`src/rtl/frac_clk_pkg.sv`:
```
package frac_clk_pkg;
  localparam int unsigned REG_W = 32;
  typedef logic [REG_W-1:0] reg_word_t;
endpackage

```
`src/rtl/frac_regs.sv`:
```
module frac_regs
  import frac_clk_pkg::*;
#(
  parameter int unsigned ADDR_W    = 12,
  parameter int unsigned CODE_W    = 5,
  parameter int unsigned CODE_LSB  = 8,
  parameter int unsigned KICK_BIT  = 31,
  parameter logic [ADDR_W-1:0] CTRL_ADDR = 'h0E0,
  parameter logic [ADDR_W-1:0] TRIG_ADDR = 'h004
) (
  input  logic              clk_i,
  input  logic              rst_ni,
  input  logic [ADDR_W-1:0] addr_i,
  input  logic              we_i,
  input  reg_word_t         wdata_i,
  output reg_word_t         rdata_o,
  input  logic              clr_i,
  output logic              kick_o,
  output logic [CODE_W-1:0] pending_o
);
  reg_word_t         ctrl_q;
  logic              kick_q;
  logic [CODE_W-1:0] pending_q;
  logic              ctrl_wr, kick_set;

  assign ctrl_wr  = we_i && (addr_i == CTRL_ADDR);
  // a request while busy is dropped
  assign kick_set = we_i && (addr_i == TRIG_ADDR) && wdata_i[KICK_BIT] && !kick_q;

  always_ff @(posedge clk_i or negedge rst_ni) begin
    if (!rst_ni) begin
      ctrl_q <= '0;
    end else if (ctrl_wr) begin
      ctrl_q <= wdata_i;
    end
  end

  always_ff @(posedge clk_i or negedge rst_ni) begin
    if (!rst_ni) begin
      kick_q    <= 1'b0;
      pending_q <= '0;
    end else if (kick_set) begin
      kick_q    <= 1'b1;
      pending_q <= ctrl_q[CODE_LSB +: CODE_W];
    end else if (clr_i) begin
      kick_q    <= 1'b0;
    end
  end

  always_comb begin
    rdata_o = '0;
    if (addr_i == CTRL_ADDR) begin
      rdata_o = ctrl_q;
    end else if (addr_i == TRIG_ADDR) begin
      rdata_o[KICK_BIT] = kick_q;
    end
  end

  assign kick_o    = kick_q;
  assign pending_o = pending_q;
endmodule

```
`src/rtl/frac_frame.sv`:
```
module frac_frame #(
  parameter int unsigned CODE_W = 5
) (
  input  logic              clk_i,
  input  logic              rst_ni,
  input  logic              kick_i,
  input  logic [CODE_W-1:0] pending_i,
  output logic [CODE_W-1:0] active_o,
  output logic [CODE_W-1:0] frame_cnt_o,
  output logic              clr_o
);
  logic [CODE_W-1:0] cnt_q, active_q;
  logic              done_q, last, load;

  assign last = &cnt_q;
  assign load = kick_i && last && !done_q;

  always_ff @(posedge clk_i or negedge rst_ni) begin
    if (!rst_ni) begin
      cnt_q    <= '0;
      active_q <= '0;
      done_q   <= 1'b0;
    end else begin
      cnt_q  <= cnt_q + 1'b1;
      done_q <= load;
      if (load) active_q <= pending_i;
    end
  end

  assign active_o    = active_q;
  assign frame_cnt_o = cnt_q;
  assign clr_o       = done_q;
endmodule

```
`src/rtl/frac_accum.sv`:
```
module frac_accum #(
  parameter int unsigned CODE_W = 5
) (
  input  logic              clk_i,
  input  logic              rst_ni,
  input  logic [CODE_W-1:0] code_i,
  output logic              en_o
);
  localparam logic [CODE_W:0] FRAME = (CODE_W+1)'(1) << CODE_W;

  logic [CODE_W-1:0] acc_q;
  logic [CODE_W:0]   mult, sum;

  assign mult = FRAME - {1'b0, code_i};
  assign sum  = {1'b0, acc_q} + mult;
  assign en_o = sum[CODE_W];

  always_ff @(posedge clk_i or negedge rst_ni) begin
    if (!rst_ni) acc_q <= '0;
    else         acc_q <= sum[CODE_W-1:0];
  end
endmodule

```
`src/rtl/frac_clk_ctrl.sv`:
```
module frac_clk_ctrl
  import frac_clk_pkg::*;
#(
  parameter int unsigned ADDR_W   = 12,
  parameter int unsigned CODE_W   = 5,
  parameter int unsigned CODE_LSB = 8,
  parameter int unsigned KICK_BIT = 31,
  parameter logic [ADDR_W-1:0] CTRL_ADDR = 'h0E0,
  parameter logic [ADDR_W-1:0] TRIG_ADDR = 'h004
) (
  input  logic              clk_i,
  input  logic              rst_ni,
  input  logic [ADDR_W-1:0] reg_addr_i,
  input  logic              reg_we_i,
  input  logic [REG_W-1:0]  reg_wdata_i,
  output logic [REG_W-1:0]  reg_rdata_o,
  output logic              clk_en_o
);
  logic              kick, clr;
  logic [CODE_W-1:0] pending_code, active_code, frame_cnt;

  frac_regs #(
    .ADDR_W(ADDR_W), .CODE_W(CODE_W), .CODE_LSB(CODE_LSB),
    .KICK_BIT(KICK_BIT), .CTRL_ADDR(CTRL_ADDR), .TRIG_ADDR(TRIG_ADDR)
  ) u_regs (
    .clk_i, .rst_ni,
    .addr_i(reg_addr_i), .we_i(reg_we_i), .wdata_i(reg_wdata_i),
    .rdata_o(reg_rdata_o), .clr_i(clr), .kick_o(kick), .pending_o(pending_code)
  );

  frac_frame #(.CODE_W(CODE_W)) u_frame (
    .clk_i, .rst_ni,
    .kick_i(kick), .pending_i(pending_code), .active_o(active_code),
    .frame_cnt_o(frame_cnt), .clr_o(clr)
  );

  frac_accum #(.CODE_W(CODE_W)) u_accum (
    .clk_i, .rst_ni, .code_i(active_code), .en_o(clk_en_o)
  );
endmodule

```
`config.mk`:
```
export PLATFORM = sky130hd
export DESIGN_NAME = frac_clk_ctrl
export DESIGN_NICKNAME = d
export VERILOG_FILES = /design/src/rtl/frac_clk_pkg.sv /design/src/rtl/frac_regs.sv /design/src/rtl/frac_frame.sv /design/src/rtl/frac_accum.sv /design/src/rtl/frac_clk_ctrl.sv
export SDC_FILE = /design/constraint.sdc
export NUM_CORES = 1
export LEC_CHECK = 0
export ABC_AREA = 1
export BUFFER_PORTS_ARGS = -buffer_cell sky130_fd_sc_hd__buf_2
export CAP_MARGIN = 20
export CORE_ASPECT_RATIO = 1.1
export CORE_UTILIZATION = 30
export DETAILED_ROUTE_END_ITERATION = 6
export SYNTH_ARGS = -nofsm -noshare
export SYNTH_HDL_FRONTEND = slang
export SYNTH_HIERARCHICAL = 1
export SYNTH_SLANG_ARGS = --single-unit
```
`constraint.sdc`:
```
create_clock -name clk_i -period 1.55 [get_ports clk_i]
set_input_delay 0.31 -clock clk_i [delete_from_list [all_inputs] [get_ports clk_i]]
set_output_delay 0.31 -clock clk_i [all_outputs]
set_load 0.01 [all_outputs]
```
# Word level (Yosys, flattened, before mapping)
# Cells that the tools add are included.
[word_totals]
in_bits = 47
latch_bits = 0
memories = 0
register_bits = 54
romBits = 0
mem_bits_rw = 0
out_inout_bits = 33
elab_cells = 27
[classes]
reduce_logical = 10
multipliers = 0
addsub = 3
n_bitwise = 0
magnitude_cmp = 0
div_mod_pow = 0
eq_ne = 2
n_shift = 0
muxes = 5
[op_table]
columns = ["operator", "n"]
rows = [
  ["2-to-1 mux 31 bit", 1],
  ["== test 12 x 3 -> 1 bit, second input constant", 1],
  ["== test 12 x 8 -> 1 bit, second input constant", 1],
  ["adder 5 x 6 -> 6 bit", 1],
  ["logical AND 1 bit", 6],
  ["subtractor 6 x 5 -> 6 bit, first input constant", 1],
  ["adder 5 x 1 -> 5 bit, second input constant", 1],
  ["AND reduction 5 bit", 1],
  ["2-to-1 mux 1 bit", 4],
  ["zero test 1 bit", 2],
  ["nonzero test 2 bit", 1],
]

# Depth between registers and ports, before layout
# Gate-level depths: netlist (run 1).
[logic_depth]
depth_word = 5
ltp_mapped = 9
depth_no_buf = 9

# Hierarchy
# Netlist (run 1), hierarchy kept.
[by_module_without_submodules]
columns = ["mod", "area_per_inst_um2", "instances", "seq_area_each_um2", "cells_per_inst"]
rows = [
  ["frac_regs", 2021.9, 1, 950.9, 271],
  ["frac_frame", 429.2, 1, 275.3, 40],
  ["frac_accum", 340.3, 1, 125.1, 42],
]

# Least setup slack after synthesis (run 1)
# Ideal clock, no wire load.
[synth_path]
path_kind = "input -> output"
start = "in reg_addr_i[1]"
end = "out reg_rdata_o[21]"
slack_ns = 0.124
stages = 6
t_arrival_ns = 1.116
required_time_ns = 1.240
path_cell_list = "nor2_1 -> nand2_1 -> nor2_4 -> nand2_4 -> buf_6 -> nor2_1"
[synth_via]
elab_chain_len = 2
[synth_lines]
columns = ["element", "line", "text"]
rows = [
  ["start: declaration", "frac_clk_ctrl.sv:13", "input logic [ADDR_W-1:0] reg_addr_i,"],
  ["== test 12 x 8 -> 1 bit", "frac_regs.sv:52", "if (addr_i == CTRL_ADDR) begin"],
  ["2-to-1 mux 31 bit", "frac_regs.sv:52", ""],
  ["end: declaration", "frac_clk_ctrl.sv:16", "output logic [REG_W-1:0] reg_rdata_o,"],
]
# Every way passes these cells.

# Worst setup path in the final report (run 1)
[layout_path]
start = "reg u_accum.acc_q[2]"
end = "out clk_en_o"
[layout_via]
elab_chain_len = 1
[layout_lines]
columns = ["element", "line", "text"]
rows = [
  ["start: declaration", "frac_accum.sv:11", "logic [CODE_W-1:0] acc_q;"],
  ["start signal: assignment", "frac_accum.sv:20", "else acc_q <= sum[CODE_W-1:0];"],
  ["adder 5 x 6 -> 6 bit", "frac_accum.sv:15", "assign sum = {1'b0, acc_q} + mult;"],
  ["end: declaration", "frac_clk_ctrl.sv:17", "output logic clk_en_o"],
]
# Every way passes these cells.

==> summary.md, run 1 <==
| Metric | Value |
|---|---|
| Met1 demand-to-capacity share in global routing | `19.6%` |
| Most common flop cell mapped by yosys | `dfrtp_1` |
| Worst rel slew slack | `80.4%` |
| Largest fanout on the critical path | `4` |
| Fin worst setup slack | `-203 ps` |
| Clock tree from TritonCTS | `yes` |
| Area of the core | `8960 um^2` |
| Met2 Resource Use GR | `26.2%` |
| Area of placed instances | `3330 um^2` |
| Global-route met3 utilization | `2.85%` |
| Remaining design rule violation count | `0` |
| Number of clock sinks seen by CTS | `54` |
| Cell variety after synth | `23` |
| Path type of the worst setup path | `flop to primary output` |
| Detailed-placement wirelength estimate | `4.42 mm` |
| Net count after synthesis | `408` |
| Clock-pin slew reported for the worst setup and hold paths after clock tree synthesis | `100 ps` |
| Synthesis-to-layout area growth | `39.7%` |
| Worst reg2reg setup slack | `130 ps` |
| Synth warn | `6` |
| RD Place Congestion | `0.704` |
| CTS Buffer Depth | `2` |
| Pin count of the biggest net entering global routing | `55` |
| Initial detailed-routing violation count | `78` |
| Kind of start point of the critical path | `flop` |
| Async set-reset flop share out of synthesis | `100%` |
| Hold WS | `247 ps` |
| Clock buffer count from CTS | `5` |
| GR Util All Layers | `15.3%` |
| Critical Path, Cell by Cell | `ha_4, a21oi_4, nand2_2, nand2_1, nand2_1, buf_2` |
| Slowest stage delay, CP | `420 ps` |
| Vias in the first global route | `2400` |
| Global routing's busiest layer | `met2` |
| Initial antenna violation count | `0` |
| Number of buffer and inverter stages on the critical path | `1` |
| Power density cells | `670 nW/um^2` |
| Fin area | `3900 um^2` |
| Number of hold violations in the final report | `0` |
| Violated checks | `negative setup slack` |
| Critical Path RT | `1240 ps` |
| Final max-slew violation count | `0` |
| Clock tree root driver cell | `clkbuf_8` |
| Post-Synthesis Cell Area | `2790 um^2` |
| Class of the most critical hold timing path | `input pin to flop` |
| Fraction of final layout cells sized beyond drive strength 1 | `35.7%` |
| Ports | `80` |
| Inserted Diodes | `0` |
| Number of iterations in the first detailed-routing pass | `4` |
| Net count of the finished layout | `505` |
| Count of port buffers added during placement | `79` |
| Worst clock skew on the final layout | `4.85 ps` |
| Result of the run | `complete, but fails checks` |
| Period utilisation layout | `113%` |
| Cells after synthesis | `353` |
| Initial standard-cell utilization of the core | `31.1%` |
| Setup repair after global routing missed its margin | `yes` |
| Post-DRT Antenna Nets | `0` |
| Data arrival, critical path | `1440 ps` |
| Number of fill cells in the layout | `907` |
| Max Cap Viol | `0` |
| Maximum vdd ir drop | `0.000375 V` |
| Avg Synthesized Cell Area | `7.91 um^2` |
| DR vias/cell | `4.55` |
| Final setup vio count | `2` |
| Slew of the pin with the lowest slew margin | `294 ps` |
| Post-synth EDFFs | `0` |
| Critical Path Slowest Stage Cell | `dfrtp_1` |
| Leakage power | `1.98 nW` |
| Synth Register Bits | `54` |
| Fin crit period | `1750 ps` |
| Rows | `36` |
| Depth of the CTS H-tree | `2` |
| Die width | `94.0 um` |
| Total wire length after detailed routing | `7.00 mm` |
| Number of vias after detailed routing | `2570` |
| CP most frequent cell | `nand2_1` |
| Crit end category | `primary output` |
| Sequential element share of the synthesized area | `48.4%` |
| Wire per inst | `12.4 um` |
| Cell family with most CP delay | `flip-flops` |
| Peak clock frequency supported by timing | `571 MHz` |
| Clock network latency to the later pin of the worst-skew pair | `310 ps` |
| Wire length of the first global-routing pass | `11.5 mm` |
| Total Die Area | `9690 um^2` |
| GR Overflow Total | `0` |
| Die Ht | `103 um` |
## worst reg2reg max path: cells and delay by family (launching register included)
family	cells	cell delay [ps]
fa+ha+maj	2	590
flops	1	390
simple gates	5	280
buf+inv	1	70
## routing by layer
| metal | part of all wire (%) | wire, um | vias to the layer above |
|---|---|---|---|
| li1 | - | - | 1297 |
| met1 | 45 | 3130 | 1216 |
| met2 | 51 | 3570 | 53 |
| met3 | 3.4 | 238 | 4 |
| met4 | 0.91 | 64 | 0 |
| met5 | 0 | 0 | - |
## flip-flops by register name, summed over array words and instances (netlist names)
register	cells
u_frame/clr_o	1
u_accum/acc_q	5
u_frame/frame_cnt_o	5
u_frame/active_o	5
u_regs/kick_o	1
u_regs/pending_o	5
u_regs/ctrl_q	32
## area by class of cell
| cell class | instances | area (um^2) | area share, % |
|---|---|---|---|
| sequential | 54 | 1350 | 34.7 |
| multi-input combinational | 229 | 1350 | 34.5 |
| clock buffer | 6 | 82.6 | 2.12 |
| clock inverter | 2 | 38.8 | 0.995 |
| tap | 114 | 143 | 3.66 |
| timing repair buffer | 105 | 732 | 18.8 |
| inverter | 55 | 206 | 5.29 |
## what timing repair did
| item | in CTS | in global routing |
|---|---|---|
| setup endpoints to repair | 32 | 40 |
| hold buffers | 1 | 0 |
| buffers inserted | 1 | 8 |
| pin swaps | 3 | 15 |
| gates resized for setup | 25 | 49 |
| cloned | 3 | 0 |
| hold endpoints to repair | 4 | 0 |
## where the power goes
group	internal (W)	switching [W]
sequential	0.00141	0.00000218
clock	0.000532	0.000475
combinational	0.0000867	0.000105
## final timing paths
kind,end,cells after the start,start
max,clk_en_o,6,u_accum/acc_q[2]
min,u_regs/ctrl_q[10],3,reg_wdata_i[10]
max reg2reg,u_accum/acc_q[4],8,u_frame/active_o[0]
min reg2reg,u_regs/kick_o,1,u_frame/clr_o
max in group asynchronous,u_regs/kick_o,3,rst_ni
min in group asynchronous,u_regs/ctrl_q[23],3,rst_ni
## synthesized netlist by cell type, drive strengths merged, types with 2 or more instances
master | instances | share of area, %
nor2 | 47 | 6.9
dfrtp | 54 | 48
ha | 7 | 3.1
nand2 | 112 | 15
buf | 17 | 4.5
nand4 | 44 | 9.9
a21oi | 2 | 0.36
nand3 | 7 | 1.8
inv | 55 | 7.4
## cell usage in the layout (no fill, tap or decap)
cell | Yosys | final
nand2_8 | 0 | 4
nand2_2 | 0 | 4
a21oi_1 | 2 | 1
and2_4 | 0 | 1
bufinv_16 | 0 | 1
buf_2 | 7 | 66
ha_2 | 0 | 1
buf_8 | 0 | 1
dlygate4sd3_1 | 0 | 1
ha_4 | 0 | 1
buf_4 | 6 | 20
nand3_1 | 4 | 2
nand3_4 | 0 | 1
nand3b_1 | 1 | 1
dfrtp_2 | 0 | 1
inv_2 | 0 | 3
nor2_2 | 3 | 15
fa_2 | 0 | 1
ha_1 | 7 | 5
inv_1 | 55 | 52
or2_1 | 1 | 1
buf_12 | 0 | 4
nor2_1 | 43 | 20
dfrtp_1 | 54 | 53
nand4_1 | 44 | 44
o21ai_0 | 1 | 1
clkbuf_8 | 0 | 6
nand2_1 | 111 | 107
xnor2_1 | 1 | 1
a21oi_4 | 0 | 1
nor2_4 | 1 | 12
buf_6 | 4 | 13
xor2_1 | 1 | 1
inv_6 | 0 | 1
nand3_2 | 3 | 4
## cell families after synthesis
kind of cell / count (synthesis) / share of synthesized area [%]
and+or+nand+nor: 213 / 34.6
buffers and inverters: 73 / 12.0
DFF: 54 / 48.4
adders and majority gates: 8 / 3.85
AOI/OAI and AO/OA: 3 / 0.538
xor gates and xnor gates: 2 / 0.628
## per-stage QoR
stage | cells | util [%] | power (W) | setup slack (ps) | TNS [ps]
floorplan | 353 | - | 0.00149 | 124 | 0
global placement | 544 | 37.2 | 0.00160 | -155 | -2730
detailed placement | 544 | 37.2 | 0.00160 | -168 | -3310
CTS | 557 | 40.5 | 0.00262 | -241 | -528
global route | 565 | 43.5 | 0.00271 | -302 | -852
finish | 565 | 43.5 | 0.00261 | -203 | -204
Power figures use the tool's default switching activity.
==> run 2, diff against run 1 <==
--- a/config.mk
+++ b/config.mk
@@ -5,12 +5,12 @@
 export SDC_FILE = /design/constraint.sdc
 export NUM_CORES = 1
 export LEC_CHECK = 0
-export ABC_AREA = 1
 export BUFFER_PORTS_ARGS = -buffer_cell sky130_fd_sc_hd__buf_2
 export CAP_MARGIN = 20
 export CORE_ASPECT_RATIO = 1.1
 export CORE_UTILIZATION = 30
 export DETAILED_ROUTE_END_ITERATION = 6
+export RECOVER_POWER = 100
 export SYNTH_ARGS = -nofsm -noshare
 export SYNTH_HDL_FRONTEND = slang
 export SYNTH_HIERARCHICAL = 1
==> summary.md, run 2 <==
| Metric | Value |
|---|---|
| Result of the run | `complete, but fails checks` |
| Violated checks | `negative setup slack` |
| Data arrival, critical path | `1570 ps (+130 ps)` |
| Depth of the CTS H-tree | `2 (unchanged)` |
| Worst clock skew on the final layout | `10.9 ps (+6.04 ps)` |
| Proportion of netlist area held by the largest area contributor | `52.1% (+3.7 points)` |
| Die Ht | `99.5 um (-3.6%)` |
| Most numerous cell in the Yosys netlist | `dfrtp_1` |
| DR vias/cell | `4.34 (-4.5%)` |
| Kind of start point of the critical path | `flop` |
| Cell types occupying the most area after synthesis | `dfrtp_1 (52%), mux2_4 (20%), and2_1 (7.5%)` |
| Sequential element share of the synthesized area | `52.1% (+3.7 points)` |
| Leading cell type in the layout, fill and taps excluded | `dfrtp_1` |
| Final setup vio count | `37 (+35)` |
| Most frequent cells in the layout | `dfrtp_1 (54), buf_2 (45), mux2_4 (35), buf_6 (33), and2_4 (31)` |
| Critical Path, Cell by Cell | `ha_4, or2_4, o211ai_1, a21oi_1, buf_2` |
| Hold WS | `220 ps (-26.7 ps)` |
| HP Start | `reg_wdata_i[3]` |
| Count of port buffers added during placement | `79 (unchanged)` |
| Hold Path Cell Cnt | `2 (-1)` |
| Inserted Diodes | `0 (unchanged)` |
| CTS Buffer Depth | `2 (unchanged)` |
| Number of clock sinks seen by CTS | `54 (unchanged)` |
| Most common flop cell mapped by yosys | `dfrtp_1` |
| Path type of the worst setup path | `flop to primary output` |
| Synth warn | `6 (unchanged)` |
| Class of the most critical hold timing path | `input pin to flop` |
| Clock network latency to the later pin of the worst-skew pair | `310 ps (about the same)` |
| Period utilisation layout | `121% (+8.3 points)` |
| Fin crit period | `1880 ps (+128 ps)` |
| Commonest cells in the synthesized netlist | `dfrtp_1 (54), mux2_4 (35), and2_1 (31), inv_1 (11)` |
| Remaining design rule violation count | `0 (unchanged)` |
| RD Place Congestion | `0.675 (-4.0%)` |
| Worst reg2reg setup slack | `-80 ps (-210 ps)` |
| Clock tree from TritonCTS | `yes` |
| Die width | `90.6 um (-3.5%)` |
| Cell family with most CP delay | `flip-flops` |
| Number of buffer and inverter stages on the critical path | `1 (unchanged)` |
| Clock buffer count from CTS | `5 (unchanged)` |
| Top cell type by total area after synthesis | `dfrtp_1` |
| Total negative setup slack | `-7470 ps (-7260 ps)` |
| Largest register FFs | `32 (unchanged)` |
| Post-Synthesis Cell Area | `2590 um^2 (-7.1%)` |
| Cells on worst reg2reg path | `5 (-3)` |
| Net count of the finished layout | `353 (-30%)` |
| Cell variety after synth | `32 (+39%)` |
| Detailed-placement wirelength estimate | `3.67 mm (-17%)` |
| Async set-reset flop share out of synthesis | `100% (unchanged)` |
| Area of the core | `8360 um^2 (-6.7%)` |
| Post-DRT Antenna Nets | `0 (unchanged)` |
| Critical Path Slowest Stage Cell | `dfrtp_1` |
| Setup repair after global routing missed its margin | `yes` |
| Peak clock frequency supported by timing | `532 MHz (-6.8%)` |
| Critical Path RT | `1240 ps (about the same)` |
| GR Overflow Total | `0 (unchanged)` |
| Overall power consumption | `0.00252 W (-3.6%)` |
| Vias in the first global route | `1928 (-20%)` |
| Reg2Reg Capture Point | `u_frame/active_o[3]` |
| Clock tree root driver cell | `clkbuf_8` |
| Avg Synthesized Cell Area | `14.1 um^2 (+78%)` |
| Fin area | `3890 um^2 (-0.26%)` |
| Power density cells | `647 nW/um^2 (-3.4%)` |
| Slowest stage delay, CP | `420 ps (about the same)` |
| Synthesis-to-layout area growth | `50.0%` |
| GR Util All Layers | `13.4% (-1.9 points)` |
| Largest fanout on the critical path | `2 (-2)` |
| Total Die Area | `9020 um^2 (-7.0%)` |
| Wire per inst | `14.1 um (+14%)` |
| Synth Register Bits | `54 (unchanged)` |
| Cells after synthesis | `184 (-48%)` |
| Initial detailed-routing violation count | `55 (-29%)` |
| Clock-pin slew reported for the worst setup and hold paths after clock tree synthesis | `110 ps (about the same)` |
| Net count after synthesis | `239 (-41%)` |
| Worst rel slew slack | `49.6% (-31 points)` |
| Total wire length after detailed routing | `5.78 mm (-18%)` |
| Pin count of the biggest net entering global routing | `42 (-24%)` |
| Number of iterations in the first detailed-routing pass | `4 (unchanged)` |
| Slew of the pin with the lowest slew margin | `757 ps (+462 ps)` |
| Number of hold violations in the final report | `0 (unchanged)` |
| Fraction of final layout cells sized beyond drive strength 1 | `70.6% (+35 points)` |
| Min-Delay Endpoint | `u_regs/ctrl_q[3]` |
| Wire length of the first global-routing pass | `9.47 mm (-17%)` |
| Post-synth EDFFs | `0 (unchanged)` |
| Leakage power | `2.10 nW (+5.8%)` |
| Launching point of the worst reg2reg path | `u_frame/frame_cnt_o[1]` |
| Rows | `35 (-2.8%)` |
| Max Cap Viol | `0 (unchanged)` |
| Largest reg by FF count | `u_regs/ctrl_q` |
| Final max-slew violation count | `0 (unchanged)` |
| Fin worst setup slack | `-331 ps (-128 ps)` |
| Initial antenna violation count | `0 (unchanged)` |
| Number of vias after detailed routing | `1781 (-31%)` |
| Crit end category | `primary output` |
| Maximum vdd ir drop | `0.000497 V (+32%)` |
| Ports | `80 (unchanged)` |
| Area of placed instances | `3300 um^2 (-1.1%)` |
| Initial standard-cell utilization of the core | `31.0% (-0.15 points)` |
[run 2: changes by cell type after synthesis, sizes merged, moves of 6 or more]
cell / before / now
mux2: 0 / 42
nand3: 7 / 1
buf: 17 / 3
nand4: 44 / 2
inv: 55 / 11
and2: 1 / 31
nand2: 112 / 1
nor2: 47 / 5
[run 2: area by class of cell]
cell class / count / area (um^2)
Clock buffer: 5 / 68.8
Clock inverter: 3 / 43.8
Fill cell: 734 / 4470
Inverter: 11 / 41.3
Multi-Input combinational cell: 113 / 1310
Sequential cell: 54 / 1350
Tap cell: 111 / 139
Timing Repair Buffer: 113 / 940
[run 2: worst register-to-register path, delay by kind of cell (launching register included)]
| kind | cells | cell delay (ps) |
|---|---|---|
| and+or+nand+nor | 2 | 420 |
| adders and majority gates | 2 | 380 |
| muxes | 1 | 320 |
| DFF | 1 | 390 |
[run 2: metrics by stage]
step / setup WS [ps] / instances / util, %
5_1_grt: -472 / 410 / 46.5
3_5_place_dp: -252 / 389 / 39.4
2_1_floorplan: -15.8 / 184 / -
6_report: -331 / 410 / 46.5
4_1_cts: -355 / 407 / 45.9
3_3_place_gp: -232 / 389 / 39.4
[run 2: cells by family after synthesis]
group	after synthesis	synth area share [%]
buffers and inverters	17	3.33
AOI/OAI and AO/OA	6	1.50
and+or+nand+nor	52	13.9
xor gates and xnor gates	5	1.69
adders and majority gates	8	4.15
DFF	54	52.1
muxes	42	23.3
[run 2: worst max-delay path by stage]
stage | startpoint | depth (start not counted) | to
after CTS | u_accum/acc_q[1] | 5 | clk_en_o
after detailed placement | reg_addr_i[8] | 6 | reg_rdata_o[7]
after global placement | reg_addr_i[8] | 6 | reg_rdata_o[7]
final | u_accum/acc_q[1] | 5 | clk_en_o
after global routing | u_frame/active_o[2] | 6 | clk_en_o
after floorplan | reg_addr_i[8] | 4 | reg_rdata_o[0]
[run 2: timing repair]
| action | in CTS | in global routing |
|---|---|---|
| gates cloned | 2 | 0 |
| endpoints found under the setup margin | 39 | 40 |
| pin swaps | 35 | 10 |
| resized for setup | 67 | 22 |
| hold endpoints to repair | 13 | 0 |
| hold buffers | 1 | 0 |
| buffers inserted | 7 | 6 |
[run 2: per-layer routing]
| layer | share of wire, % | routed length (um) | global-route usage (%) | vias up |
|---|---|---|---|---|
| li1 | - | - | - | 845 |
| met1 | 43 | 2490 | 17.7 | 876 |
| met2 | 51 | 2970 | 22.0 | 54 |
| met3 | 4.5 | 257 | 3.36 | 6 |
| met4 | 0.92 | 53 | 3.35 | 0 |
| met5 | 0 | 0 | 0 | - |
[run 2: power breakdown]
group / total, W / switching, W / internal [W] / leakage [nW]
logic: 0.000123 / 0.0000596 / 0.0000634 / 1.29
registers: 0.00141 / 0.00000240 / 0.00141 / 0.745
clock network: 0.000981 / 0.000495 / 0.000485 / 0.0585
==> run 3, diff against run 2 <==
==> constraint.sdc (replaced) <==
create_clock -name clk_i -period 1.8 [get_ports clk_i]
set_input_delay 0.36 -clock clk_i [delete_from_list [all_inputs] [get_ports clk_i]]
set_output_delay 0.36 -clock clk_i [all_outputs]
set_load 0.01 [all_outputs]
==> summary.md, run 3 (synthesis gave the netlist of run 2 again) <==
| Metric | Value |
|---|---|
| Vias in the first global route | `1759 (-8.8%)` |
| Total negative setup slack | `-3480 ps (+3990 ps)` |
| Area occupied by multi-input gates | `1170 um^2 (-10%)` |
| Reg2Reg Capture Point | `u_frame/active_o[2]` |
| Crit end category | `primary output` |
| Leakage power | `1.94 nW (-7.5%)` |
| Inserted Diodes | `0 (unchanged)` |
| Clock buffer count from CTS | `5 (unchanged)` |
| Slew of the pin with the lowest slew margin | `904 ps (+147 ps)` |
| Fin worst setup slack | `-133 ps (+198 ps)` |
| DR vias/cell | `4.32 (-0.65%)` |
| Final max-slew violation count | `0 (unchanged)` |
| Number of hold violations in the final report | `0 (unchanged)` |
| Post-DRT Antenna Nets | `0 (unchanged)` |
| Initial standard-cell utilization of the core | `31.0% (unchanged)` |
| CTS Buffer Depth | `2 (unchanged)` |
| Initial detailed-routing violation count | `33 (-40%)` |
| Final std cells w/o fill | `399 (-2.7%)` |
| Worst clock skew on the final layout | `9.48 ps (-1.41 ps)` |
| Number of vias after detailed routing | `1722 (-3.3%)` |
| Clock-pin slew reported for the worst setup and hold paths after clock tree synthesis | `90 ps (-20 ps)` |
| Placed Cells incl. Taps | `378 (-2.8%)` |
| Pin count of the biggest net entering global routing | `40 (-4.8%)` |
| Violated checks | `negative setup slack` |
| Cell family with most CP delay | `simple AND/OR/NAND/NOR gates` |
| Largest register FFs | `32 (unchanged)` |
| Clock tree from TritonCTS | `yes` |
| RD Place Congestion | `0.718 (+6.3%)` |
| Leading cell type in the layout, fill and taps excluded | `dfrtp_1` |
| Overall power consumption | `0.00204 W (-19%)` |
| Final setup vio count | `32 (-14%)` |
| Critical Path, Cell by Cell | `buf_6, nor4_2, and3_4, clkbuf_16, and2_4, buf_6` |
| Kind of start point of the critical path | `input pin` |
| Worst reg2reg setup slack | `30 ps (+110 ps)` |
| Initial antenna violation count | `0 (unchanged)` |
| Critical Path Slowest Stage Cell | `nor4_2` |
| Peak clock frequency supported by timing | `517 MHz` |
| Data arrival, critical path | `1570 ps (about the same)` |
| Number of clock sinks seen by CTS | `54 (unchanged)` |
| Hold Path Cell Cnt | `2 (unchanged)` |
| Number of buffer and inverter stages on the critical path | `3 (+2)` |
| Die width | `90.6 um (unchanged)` |
| Number of fill cells in the layout | `782 (+6.5%)` |
| Die Ht | `99.5 um (unchanged)` |
| Synthesis-to-layout area growth | `39.5%` |
| Power density cells | `565 nW/um^2 (-13%)` |
| Final Util | `43.2% (-3.3 points)` |
| HP Start | `reg_wdata_i[18]` |
| Result of the run | `complete, but fails checks` |
| Remaining design rule violation count | `0 (unchanged)` |
| Rows | `35 (unchanged)` |
| Maximum vdd ir drop | `0.000364 V (-27%)` |
| Cells on worst reg2reg path | `5 (unchanged)` |
| Depth of the CTS H-tree | `2 (unchanged)` |
| Path type of the worst setup path | `input pin to primary output` |
| Largest fanout on the critical path | `8 (+6)` |
| Storage cell area | `1350 um^2 (unchanged)` |
| Fraction of final layout cells sized beyond drive strength 1 | `58.3% (-12 points)` |
| Worst rel slew slack | `39.7% (-9.8 points)` |
| Wire length of the first global-routing pass | `8.56 mm (-9.6%)` |
| Max Cap Viol | `0 (unchanged)` |
| Setup repair after global routing missed its margin | `yes` |
| Clock tree root driver cell | `clkbuf_8` |
| GR Util All Layers | `12.1% (-1.2 points)` |
| Wire per inst | `13.5 um (-3.8%)` |
| Number of iterations in the first detailed-routing pass | `3 (-1)` |
| Fin area | `3620 um^2 (-7.0%)` |
| Total Die Area | `9020 um^2 (unchanged)` |
| Net count of the finished layout | `342 (-3.1%)` |
| Detailed-placement wirelength estimate | `3.55 mm (-3.1%)` |
| Launching point of the worst reg2reg path | `u_frame/frame_cnt_o[0]` |
| Area of placed instances | `3210 um^2 (-2.8%)` |
| Ports | `80 (unchanged)` |
| Slowest stage delay, CP | `370 ps (-50 ps)` |
| Most frequent cells in the layout | `dfrtp_1 (54), buf_2 (45), buf_6 (37), and2_4 (31), mux2_1 (20)` |
| Class of the most critical hold timing path | `input pin to flop` |
| GR Overflow Total | `0 (unchanged)` |
| Largest reg by FF count | `u_regs/ctrl_q` |
| Critical Path RT | `1440 ps (+200 ps)` |
| Count of port buffers added during placement | `79 (unchanged)` |
| Fin crit period | `1930 ps` |
| Min-Delay Endpoint | `u_regs/ctrl_q[18]` |
| Total wire length after detailed routing | `5.40 mm (-6.4%)` |
| CP most frequent cell | `buf_6` |
| Clock network latency to the later pin of the worst-skew pair | `310 ps (about the same)` |
| Period utilisation layout | `107%` |
| Area of the core | `8360 um^2 (unchanged)` |
==> run 3: per-layer routing <==
| metal | wire length (um) | track usage [%] | vias up | share of wire (%) |
|---|---|---|---|---|
| met5 | 0 | 0 | - | 0 |
| met4 | 87 | 4.09 | 0 | 1.6 |
| met3 | 309 | 3.36 | 9 | 5.7 |
| met2 | 2660 | 19.5 | 53 | 49 |
| met1 | 2350 | 15.8 | 834 | 44 |
| li1 | - | - | 826 | - |
==> run 3: cell type report <==
type / count / area share [%]
Clock buffer: 7 / 2.66
Clock inverter: 1 / 0.242
Inverter: 11 / 1.14
Multi-Input combinational cell: 113 / 32.4
Sequential cell: 54 / 37.4
Tap cell: 111 / 3.84
Timing Repair Buffer: 102 / 22.4
==> run 3: timing repair <==
item                                    4_1_cts  5_1_grt
cloned                                        1        1
setup buffers                                 8        3
hold buffers                                  1        0
hold endpoints to repair                     15        0
pin swaps                                    21       18
endpoints found under the setup margin       32       32
resized for setup                            28       53
==> run 3: through the flow <==
step,hold slack [ps],worst slack [ps]
3_5_place_dp,309,-214
4_1_cts,260,-119
6_report,257,-133
2_1_floorplan,64.4,64.7
5_1_grt,241,-226
3_3_place_gp,305,-165
==> run 3: worst max-delay path by stage <==
stage	from	end	depth (start not counted)
6_report	reg_addr_i[0]	reg_rdata_o[3]	6
5_1_grt	u_frame/active_o[2]	clk_en_o	6
3_3_place_gp	reg_addr_i[1]	reg_rdata_o[7]	6
4_1_cts	u_frame/active_o[2]	clk_en_o	6
2_1_floorplan	reg_addr_i[1]	reg_rdata_o[0]	4
3_5_place_dp	reg_addr_i[1]	reg_rdata_o[15]	6
==> run 3: report_power, final <==
group / switching [W] / total [W] / internal, W / leakage, nW
Combinational: 0.0000464 / 0.0000960 / 0.0000496 / 1.14
Clock: 0.000379 / 0.000732 / 0.000353 / 0.0544
Sequential: 0.00000196 / 0.00122 / 0.00122 / 0.745
Total: 0.000427 / 0.00204 / 0.00162 / 1.94
